File: config.mk
export PLATFORM = sky130hd
export DESIGN_NAME = pipe_hazard_ctrl
export DESIGN_NICKNAME = d
export VERILOG_FILES = /design/src/rtl/hzd_pkg.sv /design/src/rtl/hzd_stage_track.sv /design/src/rtl/hzd_fwd_cmp.sv /design/src/rtl/hzd_redirect.sv /design/src/rtl/pipe_hazard_ctrl.sv
export SDC_FILE = /design/constraint.sdc
export NUM_CORES = 1
export LEC_CHECK = 0
export BUFFER_PORTS_ARGS = -buffer_cell sky130_fd_sc_hd__buf_2
export CAP_MARGIN = 10
export CORE_ASPECT_RATIO = 0.9
export CORE_MARGIN = 4
export CORE_UTILIZATION = 48
export DETAILED_ROUTE_END_ITERATION = 8
export PLACE_DENSITY = 0.8
export SYNTH_ARGS = -nofsm -noshare
export SYNTH_HDL_FRONTEND = slang
export SYNTH_SLANG_ARGS = --single-unit
File: constraint.sdc
create_clock -name clk -period 2.19 [get_ports clk]
set_input_delay 0.1095 -clock clk [delete_from_list [all_inputs] [get_ports clk]]
set_output_delay 0.1095 -clock clk [all_outputs]
set_load 0.02 [all_outputs]
File: src/rtl/hzd_pkg.sv
package hzd_pkg;
  typedef enum logic {BYP_RF = 1'b0, BYP_EX = 1'b1} byp_sel_e;
  typedef enum logic {PC_SEQ = 1'b0, PC_TGT = 1'b1} pc_sel_e;

  typedef struct packed {
    logic wen;
    logic dmem;
    logic host;
  } fx_t;
endpackage

File: src/rtl/hzd_stage_track.sv
module hzd_stage_track
  import hzd_pkg::*;
#(
  parameter int RIDX_W = 5
) (
  input  logic              clk,
  input  logic              rst_n,
  input  logic              fetch_en,
  input  logic              kill,
  input  logic [RIDX_W-1:0] id_rd,
  input  fx_t               id_fx,
  output logic              s2_vld,
  output logic              s3_vld,
  output logic [RIDX_W-1:0] s3_rd,
  output fx_t               s3_fx
);
  always_ff @(posedge clk or negedge rst_n) begin
    if (!rst_n) begin
      s2_vld <= 1'b0;
      s3_vld <= 1'b0;
      s3_rd  <= '0;
      s3_fx  <= '0;
    end else begin
      s2_vld <= fetch_en & ~kill;
      s3_vld <= s2_vld & ~kill;
      s3_rd  <= id_rd;
      s3_fx  <= id_fx;
    end
  end


  squash_clears_chk: assert property (@(posedge clk) disable iff (!rst_n)
    kill |=> (!s2_vld && !s3_vld));


  bubble_on_idle_chk: assert property (@(posedge clk) disable iff (!rst_n)
    !fetch_en |=> !s2_vld);
endmodule

File: src/rtl/hzd_fwd_cmp.sv
module hzd_fwd_cmp
  import hzd_pkg::*;
#(
  parameter int RIDX_W = 5
) (
  input  logic              s3_vld,
  input  logic              s3_wen,
  input  logic [RIDX_W-1:0] s3_rd,
  input  logic [RIDX_W-1:0] src,
  output byp_sel_e          sel
);
  logic hit;

  always_comb begin
    hit = s3_vld && s3_wen && (s3_rd != '0) && (s3_rd == src);
    sel = hit ? BYP_EX : BYP_RF;
  end

  always_comb begin

    zero_dest_chk: assert (!((s3_rd == '0) && (sel == BYP_EX)));

    idle_src_chk: assert (!((!s3_vld || !s3_wen) && (sel == BYP_EX)));
  end
endmodule

File: src/rtl/hzd_redirect.sv
module hzd_redirect
  import hzd_pkg::*;
#(
  parameter int XLEN  = 32,
  parameter int ISZ_B = 4
) (
  input  logic            clk,
  input  logic            rst_n,
  input  logic            fetch_en,
  input  logic            s3_vld,
  input  logic            ex_taken,
  input  logic [XLEN-1:0] ex_target,
  output logic            kill,
  output pc_sel_e         pc_sel,
  output logic [XLEN-1:0] fetch_pc
);
  localparam logic [XLEN-1:0] STEP = XLEN'(ISZ_B);

  logic [XLEN-1:0] pc_nxt;

  always_comb begin
    kill   = s3_vld & ex_taken;
    pc_sel = kill ? PC_TGT : PC_SEQ;
    pc_nxt = (pc_sel == PC_TGT) ? ex_target : (fetch_pc + STEP);
  end

  always_ff @(posedge clk or negedge rst_n) begin
    if (!rst_n)              fetch_pc <= '0;
    else if (kill | fetch_en) fetch_pc <= pc_nxt;
  end


  target_load_chk: assert property (@(posedge clk) disable iff (!rst_n)
    kill |=> (fetch_pc == $past(ex_target)));


  pc_hold_chk: assert property (@(posedge clk) disable iff (!rst_n)
    (!kill && !fetch_en) |=> $stable(fetch_pc));
endmodule

File: src/rtl/pipe_hazard_ctrl.sv
module pipe_hazard_ctrl
  import hzd_pkg::*;
#(
  parameter int XLEN   = 32,
  parameter int RIDX_W = 5
) (
  input  logic              clk,
  input  logic              rst_n,
  input  logic              fetch_en,
  input  logic [RIDX_W-1:0] id_rs1,
  input  logic [RIDX_W-1:0] id_rs2,
  input  logic [RIDX_W-1:0] id_rd,
  input  logic              id_wen,
  input  logic              id_dmem,
  input  logic              id_host,
  input  logic              ex_taken,
  input  logic [XLEN-1:0]   ex_target,
  output logic [XLEN-1:0]   fetch_pc,
  output logic              pc_sel,
  output logic              kill,
  output logic              s2_valid,
  output logic              s3_valid,
  output logic              byp_rs1,
  output logic              byp_rs2,
  output logic              rf_we,
  output logic              dmem_val,
  output logic              host_we
);
  localparam int NSRC = 2;

  fx_t               id_fx, s3_fx;
  logic [RIDX_W-1:0] s3_rd;
  logic [RIDX_W-1:0] srcs [NSRC];
  byp_sel_e          sels [NSRC];
  pc_sel_e           psel;

  assign id_fx   = '{wen: id_wen, dmem: id_dmem, host: id_host};
  assign srcs[0] = id_rs1;
  assign srcs[1] = id_rs2;

  hzd_stage_track #(.RIDX_W(RIDX_W)) u_track (
    .clk      (clk),
    .rst_n    (rst_n),
    .fetch_en (fetch_en),
    .kill     (kill),
    .id_rd    (id_rd),
    .id_fx    (id_fx),
    .s2_vld   (s2_valid),
    .s3_vld   (s3_valid),
    .s3_rd    (s3_rd),
    .s3_fx    (s3_fx)
  );

  for (genvar g = 0; g < NSRC; g++) begin : g_src
    hzd_fwd_cmp #(.RIDX_W(RIDX_W)) u_cmp (
      .s3_vld (s3_valid),
      .s3_wen (s3_fx.wen),
      .s3_rd  (s3_rd),
      .src    (srcs[g]),
      .sel    (sels[g])
    );
  end

  hzd_redirect #(.XLEN(XLEN)) u_redir (
    .clk       (clk),
    .rst_n     (rst_n),
    .fetch_en  (fetch_en),
    .s3_vld    (s3_valid),
    .ex_taken  (ex_taken),
    .ex_target (ex_target),
    .kill      (kill),
    .pc_sel    (psel),
    .fetch_pc  (fetch_pc)
  );

  always_comb begin
    pc_sel   = (psel == PC_TGT);
    byp_rs1  = (sels[0] == BYP_EX);
    byp_rs2  = (sels[1] == BYP_EX);
    rf_we    = s3_valid & s3_fx.wen;
    dmem_val = s3_valid & s3_fx.dmem;
    host_we  = s3_valid & s3_fx.host;
  end


  squashed_quiet_chk: assert property (@(posedge clk) disable iff (!rst_n)
    kill |=> (!rf_we && !dmem_val && !host_we && !byp_rs1 && !byp_rs2));


  fx_follow_chk: assert property (@(posedge clk) disable iff (!rst_n)
    (s2_valid && !kill) |=> (rf_we == $past(id_wen) && dmem_val == $past(id_dmem)
                             && host_we == $past(id_host)));
endmodule

== Word level (Yosys, flattened, before mapping) ==
Index checks and enable logic that the tools add are counted.

* Bits of input ports: 54
* Register bits after elaboration: 42
* Output and inout bits: 41

* $add $sub $neg: 1
* Reductions and logical operators: 5
* Mux-type cells: 4
* Bitwise operators: 8
* Eq/ne operators: 2

{| class="wikitable"
|+ Operator list
! kind !! count
|-
| 32-bit by 3-bit adder with 32-bit output (second input constant) || 1
|-
| 32-bit 2-to-1 mux || 1
|-
| 5-bit == test || 2
|-
| 1-bit bitwise AND || 6
|-
| 5-bit nonzero test || 1
|-
| 1-bit logical AND || 4
|-
| 1-bit 2-to-1 mux || 3
|-
| 1-bit NOT || 1
|-
| 1-bit OR || 1
|}

== Depth between registers and ports, before layout ==
* Depth in word-level cells: 4
* Mapped depth: 7
* Depth with buffers taken out: 5

== Modules after synthesis ==
Synthesis repeated with hierarchy kept, for this count alone.

* Cells, all modules: 234
* Area, all modules: 2,203.4 sq um

{| class="wikitable"
|+ Modules (own cells, without submodules)
! module !! instances !! area each (sq um) !! cells an instance !! sequential area each (sq um)
|-
| hzd_redirect || 1 || 1,769.2 || 199 || 800.8
|-
| hzd_stage_track || 1 || 262.8 || 12 || 250.2
|-
| hzd_fwd_cmp || 2 || 76.3 || 10 || 0.0
|-
| pipe_hazard_ctrl || 1 || 18.8 || 3 || 0.0
|}

== Worst setup path after synthesis ==
OpenSTA, ideal clock, no wires.

* Kind: register to register
* From: reg u_redir.fetch_pc[2]
* To: reg u_redir.fetch_pc[30]
* Cell stages (with the launch flop): 8
* Buffers on the path: 2
* Arrival time: 1,842 ps
* Slack: 266 ps
* Required time: 2,108 ps
* Clock period less this slack: 1,924 ps
* Cells stage by stage: dfrtp_1 ha_1 and4_1 buf_2 nand4_1 buf_2 or4_1 a31oi_1

* Cells in the longest elaborated chain, start to end: 2

{| class="wikitable"
|+ RTL lines
! element !! RTL line !! text
|-
| start: declaration || hzd_redirect.sv:15 || <nowiki>output logic [XLEN-1:0] fetch_pc</nowiki>
|-
| start signal: assignment || hzd_redirect.sv:29 || <nowiki>else if (kill | fetch_en) fetch_pc <= pc_nxt;</nowiki>
|-
| 32-bit by 3-bit adder with 32-bit output || hzd_redirect.sv:24 || <nowiki>pc_nxt = (pc_sel == PC_TGT) ? ex_target : (fetch_pc + STEP);</nowiki>
|-
| 32-bit 2-to-1 mux || hzd_redirect.sv:24 ||
|}

No other way between the ends.
A chain may end at the register's enable or synchronous reset.

== Worst setup path in the final report ==
* From: reg u_redir.fetch_pc[7]
* To: reg u_redir.fetch_pc[31]

Same word-level chain as after synthesis.

==> out/results.ini <==
[logic_synthesis]
synthAdderAreaFrac_pct = 0.552
syn_inst = 236
netlist-cell-type-count = 33
synth_nets = 291
yosysWarnings = 0
ys.flop_type = dfrtp_1
synth_top_family_by_area = simple AND/OR/NAND/NOR gates
synth_area_um2 = 2270
synth_compound_area_share_pct = 12.5
seq_area_frac_synth_pct = 46.3
synthArstFlopShare_pct = 100
ys_top_cells_by_area = dfrtp_1 (46%), or4_1 (5.6%), nor2_1 (4.6%)
synth_largest_area_cell = dfrtp_1
synth_edf_count = 0
synth.avg_cell_area_um2 = 9.61
muxShareOfSynthArea_pct = 1.43
netlist.area_leader.share_pct = 46.3
synth_xor_area_share_pct = 8.49
synth-seq-cells = 42
synthSimpleGateAreaFrac_pct = 26.0

[grt]
grt_pass1_wl_um = 9780
grt_pass1_vias = 2136
grt.overflow.total = 0
grt_max_degree = 63
antenna_found_initial = 0
grt_use_total_pct = 21.4

[detailed_routing]
drc = 0
wl_per_cell_um = 15.3
drt-vias-per-instance = 5.57
dr.pass1.iters = 4
ant_nets = 0
vias = 2206
drtIter0Drc = 176
routed_wl_um = 6080

[floorplanning]
ios = 95
die_y_um = 73.2
start_util_pct = 50.2
dieWidth_um = 80.5
die-area_um2 = 5890
core_area_um2 = 4520
core.rowCount = 23

[critical_path]
critPathKind = flop to flop
critPathMaxFanout = 12
crit_path_end_kind = flop
start_kind = flop
max_stage_delay_ns = 0.60
crit_buf_inv = 0
worstPathArrival_ns = 2.23
worst_path_dominant_cell_family = simple AND/OR/NAND/NOR gates
worstPathCellList = and4_4 > nand4_1 > or4_1 > a31oi_1
crit_required_ns = 2.40
cpMaxStageDelayCell = or4_1

[placed_design]
portBuffers = 94
dp_hpwl_um = 4180
gp_congestion = 0.833

[run_status]
status = complete, no violations

[finish]
final.fill_count = 384
area_growth_pct = 30.4
drive_above_1_share_pct = 33.2
diodes = 0
post-route-util_pct = 65.5
final_nets = 388

[timing]
rsz0062_at_grt = false
report.final.hold_viol_count = 0
min_period_ns = 2.02
skew_ns = 0.00421
setup_viol = 0
slew_headroom_pct = 37.3
fmax_mhz = 496
period_share_pct = 92.1
slew_violations = 0
fin_tns_setup_ns = 0
worstMarginPinSlew_ns = 0.941

[worst_hold_path]
hp-class = input port to flop

[flow_run]
max-cap-violations = 0

[clocking]
ctsHoldBuffers = 9
ctsResizeCount = 0
cts_buffer_depth = 2
clkSinkCount = 42
cts.clk_slew.worst_paths_ns = 0.08
cts_tree = yes
cts-root-buf = clkbuf_8
ctsHtreeMaxLevel = 2
post_cts_buffers = 0
numCtsBuffers = 5
clk-insertion-delay-late_ns = 0.30

[pwr]
leakagePower_nw = 1.29
ir_worst_vdd_mv = 0.537
pwr_density_cell_nw_per_um2 = 932

-- worst reg2reg max path: cells and delay by family (launching register included) --
| kind | cells | cell delay (ns) |
|---|---|---|
| compound gates | 1 | 0.19 |
| flops | 1 | 0.48 |
| simple gates | 3 | 1.25 |
-- worst paths after layout --
| path | depth (start not counted) | slack [ns] | startpoint | to |
|---|---|---|---|---|
| max | 4 | 0.17 | u_redir.fetch_pc[7] | u_redir.fetch_pc[31] |
| min | 3 | 0.02 | ex_target[16] | u_redir.fetch_pc[16] |
| max reg2reg | 4 | 0.17 | u_redir.fetch_pc[7] | u_redir.fetch_pc[31] |
| min reg2reg | 1 | 0.48 | u_track.s2_vld | u_track.s3_vld |
| max in group asynchronous | 2 | 1.11 | rst_n | u_redir.fetch_pc[16] |
| min in group asynchronous | 2 | 0.49 | rst_n | u_redir.fetch_pc[1] |
-- state kept, by name (all words and copies together) (netlist names) --
name	cells
u_track.s3_fx	3
u_track.s3_vld	1
u_track.s3_rd	5
u_redir.fetch_pc	32
u_track.s2_vld	1
-- final cells by class --
type / instances / area, µm² / area share [%]
multi-input cells: 175 / 1110 / 37.6
flip-flops and latches: 42 / 1050 / 35.5
repair buffers: 106 / 596 / 20.1
well taps: 62 / 77.6 / 2.62
clock buffers: 5 / 68.8 / 2.33
clock inverters: 3 / 40.0 / 1.35
inverters: 3 / 11.3 / 0.381
-- report_power, final --
| group | internal [W] | switching [W] | total [W] |
|---|---|---|---|
| combinational | 0.000390 | 0.000560 | 0.000950 |
| clock | 0.000336 | 0.000273 | 0.000609 |
| sequential | 0.000941 | 0.000257 | 0.00120 |
| total | 0.00167 | 0.00109 | 0.00276 |
-- synthesized netlist by cell type (4+ instances only) --
library cell / number
a21oi_1: 13
a31oi_1: 15
and2_1: 4
and4_1: 5
buf_2: 4
clkbuf_1: 7
dfrtp_1: 42
nand2_1: 11
nand3_1: 14
nand4_1: 10
nor2_1: 28
o21ai_0: 4
o31ai_1: 12
or4_1: 17
xnor2_1: 12
xor2_1: 10
-- cell families (layout without fill, tap and decap cells) --
| kind of cell | count (synthesis) | in the layout |
|---|---|---|
| xor+xnor | 22 | 22 |
| flops | 42 | 42 |
| compound gates | 46 | 46 |
| simple gates | 103 | 103 |
| mux | 3 | 3 |
| buf+inv | 19 | 117 |
| fa+ha+maj | 1 | 1 |
-- layer usage --
metal / part of all wire [%] / global-route usage [%]
met3: 7.3 / 5.68
met1: 44 / 27.1
met2: 47 / 34.9
met4: 1.5 / 8.63
met5: 0 / 0
-- metrics by stage --
step / power (W) / hold WS, ns / cells / area [µm²] / setup WS [ns]
3_5_place_dp: 0.00214 / 0.219 / 379 / 2760 / 0.250
5_1_grt: 0.00293 / 0.00923 / 396 / 2960 / 0.0584
3_3_place_gp: 0.00211 / 0.217 / 379 / 2760 / 0.312
2_1_floorplan: 0.00180 / -0.186 / 236 / 2270 / 0.266
4_1_cts: 0.00276 / 0.0114 / 396 / 2960 / 0.186
6_report: 0.00276 / 0.0178 / 396 / 2960 / 0.174
-- cells in the final DEF (no fill, tap or decap), drive strengths merged, types with 10 or more instances in the layout --
master  synthesis  routed
dfrtp          42      42
nand2          11      11
nor2           28      28
or4            17      17
a21oi          13      13
a31oi          15      15
o31ai          12      12
xor2           10      10
nand4          11      11
buf             9      97
nand3          14      14
xnor2          12      12
No activity file was read; power rests on OpenSTA's default activity.
